--- src/rtl/shdiv_pkg.sv ---
package shdiv_pkg;
  typedef enum logic [2:0] {
    ST_IDLE,
    ST_PREP,
    ST_ITER,
    ST_FIX,
    ST_POST
  } state_e;

  localparam logic [1:0] SEL_DVD = 2'd0;
  localparam logic [1:0] SEL_DVS = 2'd1;
  localparam logic [1:0] SEL_CFG = 2'd2;
endpackage

--- src/rtl/shdiv_prep.sv ---
module shdiv_prep #(
  parameter int WIDTH = 32,
  parameter int SHW   = $clog2(WIDTH)
) (
  input  logic [WIDTH-1:0] dvd_i,
  input  logic [WIDTH-1:0] dvs_i,
  input  logic             is_signed_i,
  input  logic [SHW-1:0]   dvd_lsh_i,
  input  logic [SHW-1:0]   dvs_rsh_i,
  output logic [WIDTH-1:0] abs_dvd_o,
  output logic [WIDTH-1:0] abs_dvs_o,
  output logic             neg_quo_o,
  output logic             neg_rem_o,
  output logic             zero_o
);
  logic [WIDTH-1:0] dvd_eff, dvs_eff;
  logic neg_a, neg_b;

  always_comb begin
    dvd_eff = dvd_i << dvd_lsh_i;
    if (is_signed_i) dvs_eff = WIDTH'($signed(dvs_i) >>> dvs_rsh_i);
    else             dvs_eff = dvs_i >> dvs_rsh_i;
    neg_a     = is_signed_i & dvd_eff[WIDTH-1];
    neg_b     = is_signed_i & dvs_eff[WIDTH-1];
    abs_dvd_o = neg_a ? (~dvd_eff + 1'b1) : dvd_eff;
    abs_dvs_o = neg_b ? (~dvs_eff + 1'b1) : dvs_eff;
    neg_quo_o = neg_a ^ neg_b;
    neg_rem_o = neg_a;
    zero_o    = (dvs_eff == '0);
  end
endmodule

--- src/rtl/shdiv_core.sv ---
module shdiv_core #(
  parameter int WIDTH = 32
) (
  input  logic             clk_i,
  input  logic             rst_ni,
  input  logic             load_i,
  input  logic             step_i,
  input  logic [WIDTH-1:0] dvd_i,
  input  logic [WIDTH-1:0] dvs_i,
  output logic [WIDTH-1:0] quo_o,
  output logic [WIDTH-1:0] rem_o
);
  logic [WIDTH-1:0] q_q, r_q, d_q;
  logic [WIDTH:0]   shifted, diff;

  // restoring step: trial-subtract divisor from partial remainder
  always_comb begin
    shifted = {r_q, q_q[WIDTH-1]};
    diff    = shifted - {1'b0, d_q};
  end

  always_ff @(posedge clk_i or negedge rst_ni) begin
    if (!rst_ni) begin
      q_q <= '0;
      r_q <= '0;
      d_q <= '0;
    end else if (load_i) begin
      q_q <= dvd_i;
      r_q <= '0;
      d_q <= dvs_i;
    end else if (step_i) begin
      if (!diff[WIDTH]) begin
        r_q <= diff[WIDTH-1:0];
        q_q <= {q_q[WIDTH-2:0], 1'b1};
      end else begin
        r_q <= shifted[WIDTH-1:0];
        q_q <= {q_q[WIDTH-2:0], 1'b0};
      end
    end
  end

  assign quo_o = q_q;
  assign rem_o = r_q;

  // partial remainder never reaches a nonzero divisor
  a_r1_rem_below_dvs: assert property (@(posedge clk_i) disable iff (!rst_ni)
    (d_q != '0) |-> (r_q < d_q));
endmodule

--- src/rtl/shdiv_fix.sv ---
module shdiv_fix #(
  parameter int WIDTH = 32
) (
  input  logic [WIDTH-1:0] quo_abs_i,
  input  logic [WIDTH-1:0] rem_abs_i,
  input  logic             is_signed_i,
  input  logic             neg_quo_i,
  input  logic             neg_rem_i,
  input  logic             zero_i,
  output logic [WIDTH-1:0] quo_o,
  output logic [WIDTH-1:0] rem_o
);
  localparam logic [WIDTH-1:0] MAX_POS = {1'b0, {(WIDTH-1){1'b1}}};
  localparam logic [WIDTH-1:0] MAX_NEG = {1'b1, {(WIDTH-1){1'b0}}};

  always_comb begin
    if (zero_i) begin
      if (is_signed_i) quo_o = neg_rem_i ? MAX_NEG : MAX_POS;
      else             quo_o = '1;
    end else begin
      quo_o = neg_quo_i ? (~quo_abs_i + 1'b1) : quo_abs_i;
    end
    rem_o = neg_rem_i ? (~rem_abs_i + 1'b1) : rem_abs_i;
  end
endmodule

--- src/rtl/shift_divider.sv ---
module shift_divider #(
  parameter int WIDTH = 32
) (
  input  logic             clk_i,
  input  logic             rst_ni,
  input  logic             wr_en_i,
  input  logic [1:0]       wr_sel_i,
  input  logic [WIDTH-1:0] wr_data_i,
  input  logic             start_i,
  output logic             busy_o,
  output logic             done_o,
  output logic             div_zero_o,
  output logic [WIDTH-1:0] quot_o,
  output logic [WIDTH-1:0] rem_o
);
  import shdiv_pkg::*;

  localparam int SHW     = $clog2(WIDTH);
  localparam int CFG_W   = 3 * SHW + 3;
  localparam int LATENCY = WIDTH + 3;
  localparam int LW      = $clog2(LATENCY + 1) + 1;

  typedef struct packed {
    logic           res_right;
    logic [SHW-1:0] res_sh;
    logic [SHW-1:0] dvs_rsh;
    logic [SHW-1:0] dvd_lsh;
    logic           manual;
    logic           is_signed;
  } cfg_t;

  state_e state_q;
  logic [SHW-1:0]   cnt_q;
  logic [WIDTH-1:0] dvd_q, dvs_q, dvd_d, dvs_d;
  cfg_t             cfg_q, cfg_d, snap_cfg_q;
  logic [WIDTH-1:0] snap_dvd_q, snap_dvs_q;
  logic             go, dvs_wr;

  logic [WIDTH-1:0] abs_dvd, abs_dvs, core_quo, core_rem, fix_quo, fix_rem;
  logic             neg_quo, neg_rem, zero_dvs;
  logic             neg_quo_q, neg_rem_q, zero_q;
  logic [WIDTH-1:0] fix_quo_q, fix_rem_q, post_quo;
  logic [WIDTH-1:0] quot_q, rem_q;
  logic             zero_flag_q, done_q;

  // register file next values
  always_comb begin
    dvd_d  = dvd_q;
    dvs_d  = dvs_q;
    cfg_d  = cfg_q;
    dvs_wr = 1'b0;
    if (wr_en_i) begin
      unique case (wr_sel_i)
        SEL_DVD: dvd_d = wr_data_i;
        SEL_DVS: begin dvs_d = wr_data_i; dvs_wr = 1'b1; end
        SEL_CFG: cfg_d = cfg_t'(wr_data_i[CFG_W-1:0]);
        default: ;
      endcase
    end
  end

  assign go = (state_q == ST_IDLE) && (start_i || (dvs_wr && !cfg_q.manual));

  always_ff @(posedge clk_i or negedge rst_ni) begin
    if (!rst_ni) begin
      dvd_q      <= '0;
      dvs_q      <= '0;
      cfg_q      <= '0;
      snap_dvd_q <= '0;
      snap_dvs_q <= '0;
      snap_cfg_q <= '0;
    end else begin
      dvd_q <= dvd_d;
      dvs_q <= dvs_d;
      cfg_q <= cfg_d;
      if (go) begin
        snap_dvd_q <= dvd_d;
        snap_dvs_q <= dvs_d;
        snap_cfg_q <= cfg_d;
      end
    end
  end

  shdiv_prep #(.WIDTH(WIDTH), .SHW(SHW)) u_prep (
    .dvd_i       (snap_dvd_q),
    .dvs_i       (snap_dvs_q),
    .is_signed_i (snap_cfg_q.is_signed),
    .dvd_lsh_i   (snap_cfg_q.dvd_lsh),
    .dvs_rsh_i   (snap_cfg_q.dvs_rsh),
    .abs_dvd_o   (abs_dvd),
    .abs_dvs_o   (abs_dvs),
    .neg_quo_o   (neg_quo),
    .neg_rem_o   (neg_rem),
    .zero_o      (zero_dvs)
  );

  shdiv_core #(.WIDTH(WIDTH)) u_core (
    .clk_i  (clk_i),
    .rst_ni (rst_ni),
    .load_i (state_q == ST_PREP),
    .step_i (state_q == ST_ITER),
    .dvd_i  (abs_dvd),
    .dvs_i  (abs_dvs),
    .quo_o  (core_quo),
    .rem_o  (core_rem)
  );

  shdiv_fix #(.WIDTH(WIDTH)) u_fix (
    .quo_abs_i   (core_quo),
    .rem_abs_i   (core_rem),
    .is_signed_i (snap_cfg_q.is_signed),
    .neg_quo_i   (neg_quo_q),
    .neg_rem_i   (neg_rem_q),
    .zero_i      (zero_q),
    .quo_o       (fix_quo),
    .rem_o       (fix_rem)
  );

  // quotient post-shift, bypassed on zero divisor
  always_comb begin
    if (zero_q)                    post_quo = fix_quo_q;
    else if (!snap_cfg_q.res_right) post_quo = fix_quo_q << snap_cfg_q.res_sh;
    else if (snap_cfg_q.is_signed) post_quo = WIDTH'($signed(fix_quo_q) >>> snap_cfg_q.res_sh);
    else                           post_quo = fix_quo_q >> snap_cfg_q.res_sh;
  end

  always_ff @(posedge clk_i or negedge rst_ni) begin
    if (!rst_ni) begin
      state_q     <= ST_IDLE;
      cnt_q       <= '0;
      neg_quo_q   <= 1'b0;
      neg_rem_q   <= 1'b0;
      zero_q      <= 1'b0;
      fix_quo_q   <= '0;
      fix_rem_q   <= '0;
      quot_q      <= '0;
      rem_q       <= '0;
      zero_flag_q <= 1'b0;
      done_q      <= 1'b0;
    end else begin
      done_q <= 1'b0;
      unique case (state_q)
        ST_IDLE: if (go) state_q <= ST_PREP;
        ST_PREP: begin
          neg_quo_q <= neg_quo;
          neg_rem_q <= neg_rem;
          zero_q    <= zero_dvs;
          cnt_q     <= '0;
          state_q   <= ST_ITER;
        end
        ST_ITER: begin
          cnt_q <= cnt_q + 1'b1;
          if (cnt_q == SHW'(WIDTH - 1)) state_q <= ST_FIX;
        end
        ST_FIX: begin
          fix_quo_q <= fix_quo;
          fix_rem_q <= fix_rem;
          state_q   <= ST_POST;
        end
        ST_POST: begin
          quot_q      <= post_quo;
          rem_q       <= fix_rem_q;
          zero_flag_q <= zero_q;
          done_q      <= 1'b1;
          state_q     <= ST_IDLE;
        end
        default: state_q <= ST_IDLE;
      endcase
    end
  end

  assign busy_o     = (state_q != ST_IDLE);
  assign done_o     = done_q;
  assign div_zero_o = zero_flag_q;
  assign quot_o     = quot_q;
  assign rem_o      = rem_q;

  // latency window counter for R6
  logic [LW-1:0] lat_cnt_q;
  always_ff @(posedge clk_i or negedge rst_ni) begin
    if (!rst_ni)     lat_cnt_q <= '0;
    else if (busy_o) lat_cnt_q <= lat_cnt_q + 1'b1;
    else             lat_cnt_q <= '0;
  end

  a_r6_latency: assert property (@(posedge clk_i) disable iff (!rst_ni)
    done_o |-> (lat_cnt_q == LW'(LATENCY)));

  a_r7_done_single: assert property (@(posedge clk_i) disable iff (!rst_ni)
    done_o |=> !done_o);

  a_r7_done_not_busy: assert property (@(posedge clk_i) disable iff (!rst_ni)
    done_o |-> !busy_o);

  a_r9_zero_unsigned: assert property (@(posedge clk_i) disable iff (!rst_ni)
    (done_o && div_zero_o && !snap_cfg_q.is_signed) |-> (quot_o == '1));

  a_r10_no_disturb: assert property (@(posedge clk_i) disable iff (!rst_ni)
    (busy_o && state_q != ST_POST) |=>
      (busy_o && $stable(snap_dvd_q) && $stable(snap_dvs_q) && $stable(snap_cfg_q)));
endmodule

--- config.mk ---
export PLATFORM = sky130hd
export DESIGN_NAME = shift_divider
export DESIGN_NICKNAME = d
export VERILOG_FILES = /design/src/rtl/shdiv_pkg.sv /design/src/rtl/shdiv_prep.sv /design/src/rtl/shdiv_core.sv /design/src/rtl/shdiv_fix.sv /design/src/rtl/shift_divider.sv
export SDC_FILE = /design/constraint.sdc
export NUM_CORES = 1
export LEC_CHECK = 0
export ABC_CLOCK_PERIOD_IN_PS = 5600
export BUFFER_PORTS_ARGS = -buffer_cell sky130_fd_sc_hd__buf_2
export CORE_ASPECT_RATIO = 1.2
export CORE_MARGIN = 5
export CORE_UTILIZATION = 55
export DETAILED_ROUTE_END_ITERATION = 8
export GPL_ROUTABILITY_DRIVEN = 1
export PLACE_DENSITY = 0.74
export SYNTH_ARGS = -nofsm -noshare
export SYNTH_HDL_FRONTEND = slang
export SYNTH_SLANG_ARGS = --single-unit
--- constraint.sdc ---
create_clock -name clk_i -period 5.6 [get_ports clk_i]
set_input_delay 0.28 -clock clk_i [delete_from_list [all_inputs] [get_ports clk_i]]
set_output_delay 0.28 -clock clk_i [all_outputs]
set_load 0.01 [all_outputs]
== Word-level counts from Yosys, hierarchy flattened ==
Index checks and enable logic that the tools add are counted.

* Shift-type cells: 6
* Add/sub/neg operators: 6
* Reductions and logical operators: 11
* Bitwise logic cells: 7
* Mux-type cells: 30
* Eq/ne operators: 9

{| class="wikitable"
|+ Operators by type and width
! operator !! number
|-
| 32-bit 2-to-1 mux || 20
|-
| 32-bit by 1-bit adder with 32-bit output (second input constant) || 4
|-
| 32-bit inverter || 4
|-
| 32-bit by 5-bit left shift with 32-bit output || 2
|-
| 32-bit by 5-bit right shift with 32-bit output || 2
|-
| 32-bit by 5-bit >>> shifter with 32-bit output || 2
|-
| 18-bit 2-to-1 mux || 2
|-
| 33-bit by 32-bit subtractor with 33-bit output || 1
|-
| 32-bit zero test || 1
|-
| 3-bit case mux with 4 select lines || 1
|-
| 5-bit case mux with 2 select lines || 1
|-
| 3-bit by 2-bit equality test with 1-bit output (second input constant) || 2
|-
| 3-bit 2-to-1 mux || 2
|-
| 5-bit by 1-bit adder with 5-bit output (second input constant) || 1
|-
| 5-bit equality test (second input constant) || 1
|-
| 1-bit 2-to-1 mux || 4
|-
| 2-bit inequality test (second input constant) || 2
|-
| 2-bit AND reduction || 2
|-
| 3-bit by 1-bit equality test with 1-bit output (second input constant) || 1
|-
| 3-bit equality test (second input constant) || 1
|-
| 3-bit zero test || 1
|-
| 3-bit nonzero test || 1
|-
| 1-bit AND || 2
|-
| 2-bit by 1-bit equality test with 1-bit output (second input constant) || 1
|-
| other kinds (7) || 8
|}

* Bits of input ports: 38
* Output and inout port bits: 67
* Logic and storage cells: 98
* Register bits after elaboration: 400

== Depth between registers and ports, before layout ==
* Depth after elaboration: 8
* Depth in mapped cells: 16
* Gate-level depth less buffers: 12

== By module ==
Synthesis repeated with hierarchy kept, for this count alone.

* Cells, all modules: 3258
* Area total of the unflattened synthesis: 30133.9 µm²

{| class="wikitable"
|+ By module, submodules not included
! module !! times used !! cells an instance !! seq. area each (µm²) !! area each (µm²)
|-
| shift_divider || 1 || 1485 || 7607.3 || 15919.0
|-
| shdiv_prep || 1 || 757 || 0.0 || 6185.9
|-
| shdiv_core || 1 || 715 || 2402.3 || 6045.8
|-
| shdiv_fix || 1 || 301 || 0.0 || 1983.2
|}

== Least setup slack after synthesis ==
OpenSTA, ideal clock, no wires.

* Kind: register to register
* Start: reg snap_cfg_q[7] (netlist name)
* End: reg u_core.d_q[24]
* Period minus slack after synthesis: 3.849 ns
* Setup slack: 1.751 ns
* Data required time: 5.466 ns
* Stages on the path, launching flop included: 17
* Library setup time: 0.134 ns
* Path buffers: 6
* Arrival: 3.715 ns
* Cells stage by stage: dfrtp_1 -> buf_6 -> buf_12 -> buf_12 -> buf_8 -> buf_2 -> mux4_2 -> mux2_2 -> inv_1 -> mux4_2 -> ha_1 -> nand2_1 -> or4_4 -> buf_6 -> nor4b_4 -> mux2i_1 -> o31ai_2

* Word-level cells in the longest chain between the ends: 5
* Elaborated cells between the ends (all ways): 7
* Those cells by class: add/sub: 1; shift: 2; mux: 2; bitwise: 2

{| class="wikitable"
|+ RTL lines
! what !! line !! text
|-
| from (decl) || shift_divider.sv:35 || <nowiki>cfg_t cfg_q, cfg_d, snap_cfg_q;</nowiki>
|-
| from (signal assigned) || shift_divider.sv:79 || <nowiki>snap_cfg_q <= cfg_d;</nowiki>
|-
| 32-bit by 5-bit right shift with 32-bit output or 32-bit by 5-bit >>> shifter with 32-bit output (tied branches) || shdiv_prep.sv:22, shdiv_prep.sv:21 ||
|-
| 32-bit 2-to-1 mux * || shdiv_prep.sv:21 || <nowiki>if (is_signed_i) dvs_eff = WIDTH'($signed(dvs_i) >>> dvs_rsh_i);</nowiki>
|-
| 32-bit inverter || shdiv_prep.sv:26 || <nowiki>abs_dvs_o = neg_b ? (~dvs_eff + 1'b1) : dvs_eff;</nowiki>
|-
| 32-bit by 1-bit adder with 32-bit output || shdiv_prep.sv:26 ||
|-
| 32-bit 2-to-1 mux * || shdiv_prep.sv:26 ||
|-
| to (signal assigned) || shdiv_core.sv:30 || <nowiki>d_q <= dvs_i;</nowiki>
|-
| to (decl) || shdiv_core.sv:13 || <nowiki>logic [WIDTH-1:0] q_q, r_q, d_q;</nowiki>
|}

Mark *: on every way between the ends. The rest lies on a longest branch, timed or not.
A chain may end at the register's enable or synchronous reset.

== Worst setup path after layout ==
Same ends and word-level chain as after synthesis.

==> impl_metrics.prom <==
# TYPE chip_impl_metric gauge
chip_impl_info{name="path_class",value="reg -> reg"} 1
chip_impl_metric{name="cts_made_buffers",unit=""} 42
chip_impl_metric{name="num-nets-final",unit=""} 2895
chip_impl_metric{name="htree_levels",unit=""} 2
chip_impl_metric{name="tightestPinTransition",unit="ns"} 1.20
chip_impl_metric{name="wl_per_cell",unit="um"} 21.7
chip_impl_metric{name="place.gp.congestion",unit=""} 0.987
chip_impl_metric{name="final_setup_violation_count",unit=""} 0
chip_impl_metric{name="largest_incremental_delay_on_the_critical_path",unit="ns"} 0.79
chip_impl_metric{name="floorplan.io_pins",unit=""} 105
chip_impl_metric{name="synth.avg_cell_area",unit="um2"} 9.63
chip_impl_info{name="critPathLaunch",value="snap_cfg_q[7]"} 1
chip_impl_info{name="yosys.area.top_type",value="dfrtp_1"} 1
chip_impl_metric{name="maximum_number_of_pins_on_one_net_before_global_route_repair",unit=""} 160
chip_impl_metric{name="final_hold_viol_count",unit=""} 0
chip_impl_metric{name="largest_buffer_count_on_any_clock_path",unit=""} 3
chip_impl_metric{name="die_area",unit="um2"} 54200
chip_impl_info{name="worst_path_dominant_cell_family",value="simple AND/OR/NAND/NOR gates"} 1
chip_impl_metric{name="critical_path_peak_fanout",unit=""} 26
chip_impl_metric{name="cts.reportedPaths.clkPinSlew",unit="ns"} 0.06
chip_impl_metric{name="chipWidth",unit="um"} 213
chip_impl_info{name="worstSetupStartpointType",value="flop"} 1
chip_impl_metric{name="total_negative_setup_slack",unit="ns"} 0
chip_impl_info{name="hp-start",value="wr_data_i[24]"} 1
chip_impl_metric{name="grt.total_usage",unit="%"} 27.9
chip_impl_info{name="synth_area_leaders",value="dfrtp_1, mux4_2, mux2_2"} 1
chip_impl_metric{name="max-slew-margin-rel",unit="%"} 19.5
chip_impl_metric{name="antenna_found_initial",unit=""} 0
chip_impl_metric{name="mapped_nets",unit=""} 2913
chip_impl_metric{name="placeableCoreArea",unit="um2"} 49200
chip_impl_metric{name="final_max_slew_viol_count",unit=""} 0
chip_impl_metric{name="antenna-diode-count",unit=""} 0
chip_impl_metric{name="clock_skew",unit="ns"} 0.0116
chip_impl_metric{name="register_area_share_after_synthesis",unit="%"} 36.7
chip_impl_info{name="post-synth-top-count-cell",value="dfrtp_1"} 1
chip_impl_metric{name="critical_path_required",unit="ns"} 6.01
chip_impl_info{name="cp-end-kind",value="flop"} 1
chip_impl_metric{name="yosys_warnings",unit=""} 0
chip_impl_metric{name="cts_repair_resizes",unit=""} 0
chip_impl_metric{name="fraction_of_layout_cells_with_a_size_suffix_above_1",unit="%"} 20.0
chip_impl_metric{name="arrival",unit="ns"} 4.97
chip_impl_info{name="outcome",value="finished clean"} 1
chip_impl_metric{name="ys_async_sr_fraction",unit="%"} 100
chip_impl_metric{name="p_r_area_growth_vs_syn",unit="%"} 8.31
chip_impl_metric{name="placementRows",unit=""} 89
chip_impl_info{name="synth_common_cells",value="dfrtp_1, nand2_1, o21ai_0, mux2_2, nor2_1"} 1
chip_impl_info{name="worstPathCellList",value="buf_4, mux4_2, mux2_2, a221o_1, a311o_1, nor4_1, nand2b_1, nor4b_4, mux2i_1, o31ai_2"} 1
chip_impl_metric{name="yosys_register_bits",unit=""} 400
chip_impl_metric{name="clock-sinks",unit=""} 400
chip_impl_metric{name="chipHeight",unit="um"} 254
chip_impl_metric{name="final_period_minus_worst_setup_slack",unit="ns"} 4.56
chip_impl_metric{name="fmax",unit="MHz"} 219
chip_impl_info{name="crit_path_top_delay_cell",value="dfrtp_2"} 1
chip_impl_metric{name="grt_pass1_wl",unit="um"} 123000
chip_impl_metric{name="yosys.area.top_type_share",unit="%"} 36.7
chip_impl_metric{name="detailedRoute.firstPassIterationCount",unit=""} 6
chip_impl_metric{name="netlist_area",unit="um2"} 27300
chip_impl_info{name="rsz0062_at_grt",value="no"} 1
chip_impl_metric{name="drt_iter0_markers",unit=""} 2327
chip_impl_metric{name="detail_route.drc_violations",unit=""} 0
chip_impl_metric{name="drv.max_cap_violation_count",unit=""} 0
chip_impl_metric{name="worst-path-buf-inv",unit=""} 1
chip_impl_metric{name="initial_core_util",unit="%"} 55.5
chip_impl_metric{name="synth_cells",unit=""} 2836
chip_impl_info{name="cts_tree",value="built"} 1
chip_impl_metric{name="synth-edff-count",unit=""} 0
chip_impl_metric{name="buffer_ports.inserted",unit=""} 104
chip_impl_metric{name="route.vias.total",unit=""} 22431
chip_impl_info{name="clock_tree.root_cell",value="clkbuf_16"} 1
chip_impl_metric{name="total_congestion_overflow_after_global_routing",unit=""} 0
chip_impl_metric{name="detail-route-antenna-nets",unit=""} 0
chip_impl_info{name="min-delay-path-class",value="in -> reg"} 1
chip_impl_metric{name="synthDistinctLibCells",unit=""} 87
chip_impl_metric{name="grt_pass1_vias",unit=""} 22058
chip_impl_info{name="synth-main-ff-cell",value="dfrtp_1"} 1
chip_impl_metric{name="clock_latency_late_sink",unit="ns"} 0.57
chip_impl_metric{name="dp_hpwl",unit="um"} 54700
chip_impl_info{name="r2r_start",value="snap_cfg_q[7]"} 1
chip_impl_metric{name="layout_worst_path_cycle_share",unit="%"} 81.4
chip_impl_metric{name="detail_route.wirelength",unit="um"} 75600
chip_impl_metric{name="drt-vias-per-instance",unit=""} 6.43
[cell usage in the layout (no fill, tap or decap), drive strengths merged, types with 35 or more instances in the layout]
cell      n
mux2i   114
nor3     45
xor2     88
clkbuf   58
dfrtp   400
a21oi   132
mux2    191
ha       38
inv      65
nor2    188
mux4    130
o21ai   280
o31ai    36
nand3    35
buf     147
o21a     39
nand2   387
xnor2    52
a22oi    37
[area by class of cell]
cell class / count / area [um2]
Tap cell: 637 / 797
Multi-Input combinational cell: 2147 / 16200
Clock inverter: 17 / 146
Fill cell: 4159 / 19600
Inverter: 69 / 259
Clock buffer: 58 / 1180
Timing Repair Buffer: 158 / 988
Sequential cell: 400 / 10000
[logic make-up (layout without fill, tap and decap cells)]
| logic type | after synthesis | in the layout | share of synthesized area (%) |
|---|---|---|---|
| adder cells (fa/ha/maj) | 39 | 39 | 1.81 |
| XOR/XNOR | 140 | 140 | 4.49 |
| flip-flops | 400 | 400 | 36.7 |
| buffers and inverters | 289 | 302 | 4.23 |
| AO/OA/AOI/OAI | 737 | 737 | 16.9 |
| AND/OR/NAND/NOR | 796 | 796 | 13.0 |
| multiplexers | 435 | 435 | 22.8 |
[what timing repair did]
action,4_1_cts,5_1_grt
setup buffers,0,0
hold buffers,11,0
endpoints found under the hold margin,117,0
setup endpoints to repair,0,0
[per-stage QoR]
step	setup WS (ns)	hold WS (ns)	area (um2)	cells	utilization (%)
global placement	1.16	0.349	28100	3400	57.2
finish	1.04	0.0394	29600	3486	60.1
floorplan	1.75	-0.0156	27300	2836	-
detailed placement	1.12	0.358	28100	3400	57.2
global route	0.774	0.00317	29600	3486	60.1
CTS	1.07	0.00537	29600	3486	60.1
[path summary, 6_finish.rpt]
kind                                         end  slack [ns]  cells after the start
worst max register to register    u_core.d_q[24]        1.04                     10
worst max-delay path              u_core.d_q[24]        1.04                     10
worst min register to register         rem_o[11]        0.46                      2
min in group asynchronous       u_core.quo_o[31]        0.32                      2
max in group asynchronous          snap_cfg_q[2]        3.83                      3
worst min-delay path                   dvs_q[24]        0.04                      2
[routing by layer]
layer  up-vias  routed length [um]  share of wire, %  GRT usage, %
met5         -                   0                 0             0
met4         0                3220               4.3          10.5
met3       170                4110               5.4          3.68
met2       873               36800                49          46.6
met1     10996               31500                42          37.5
li1      10392                   -                 -             -
Power is not shown: default switching activity piles up to over one toggle a cycle in this logic, so the estimate is an artifact.
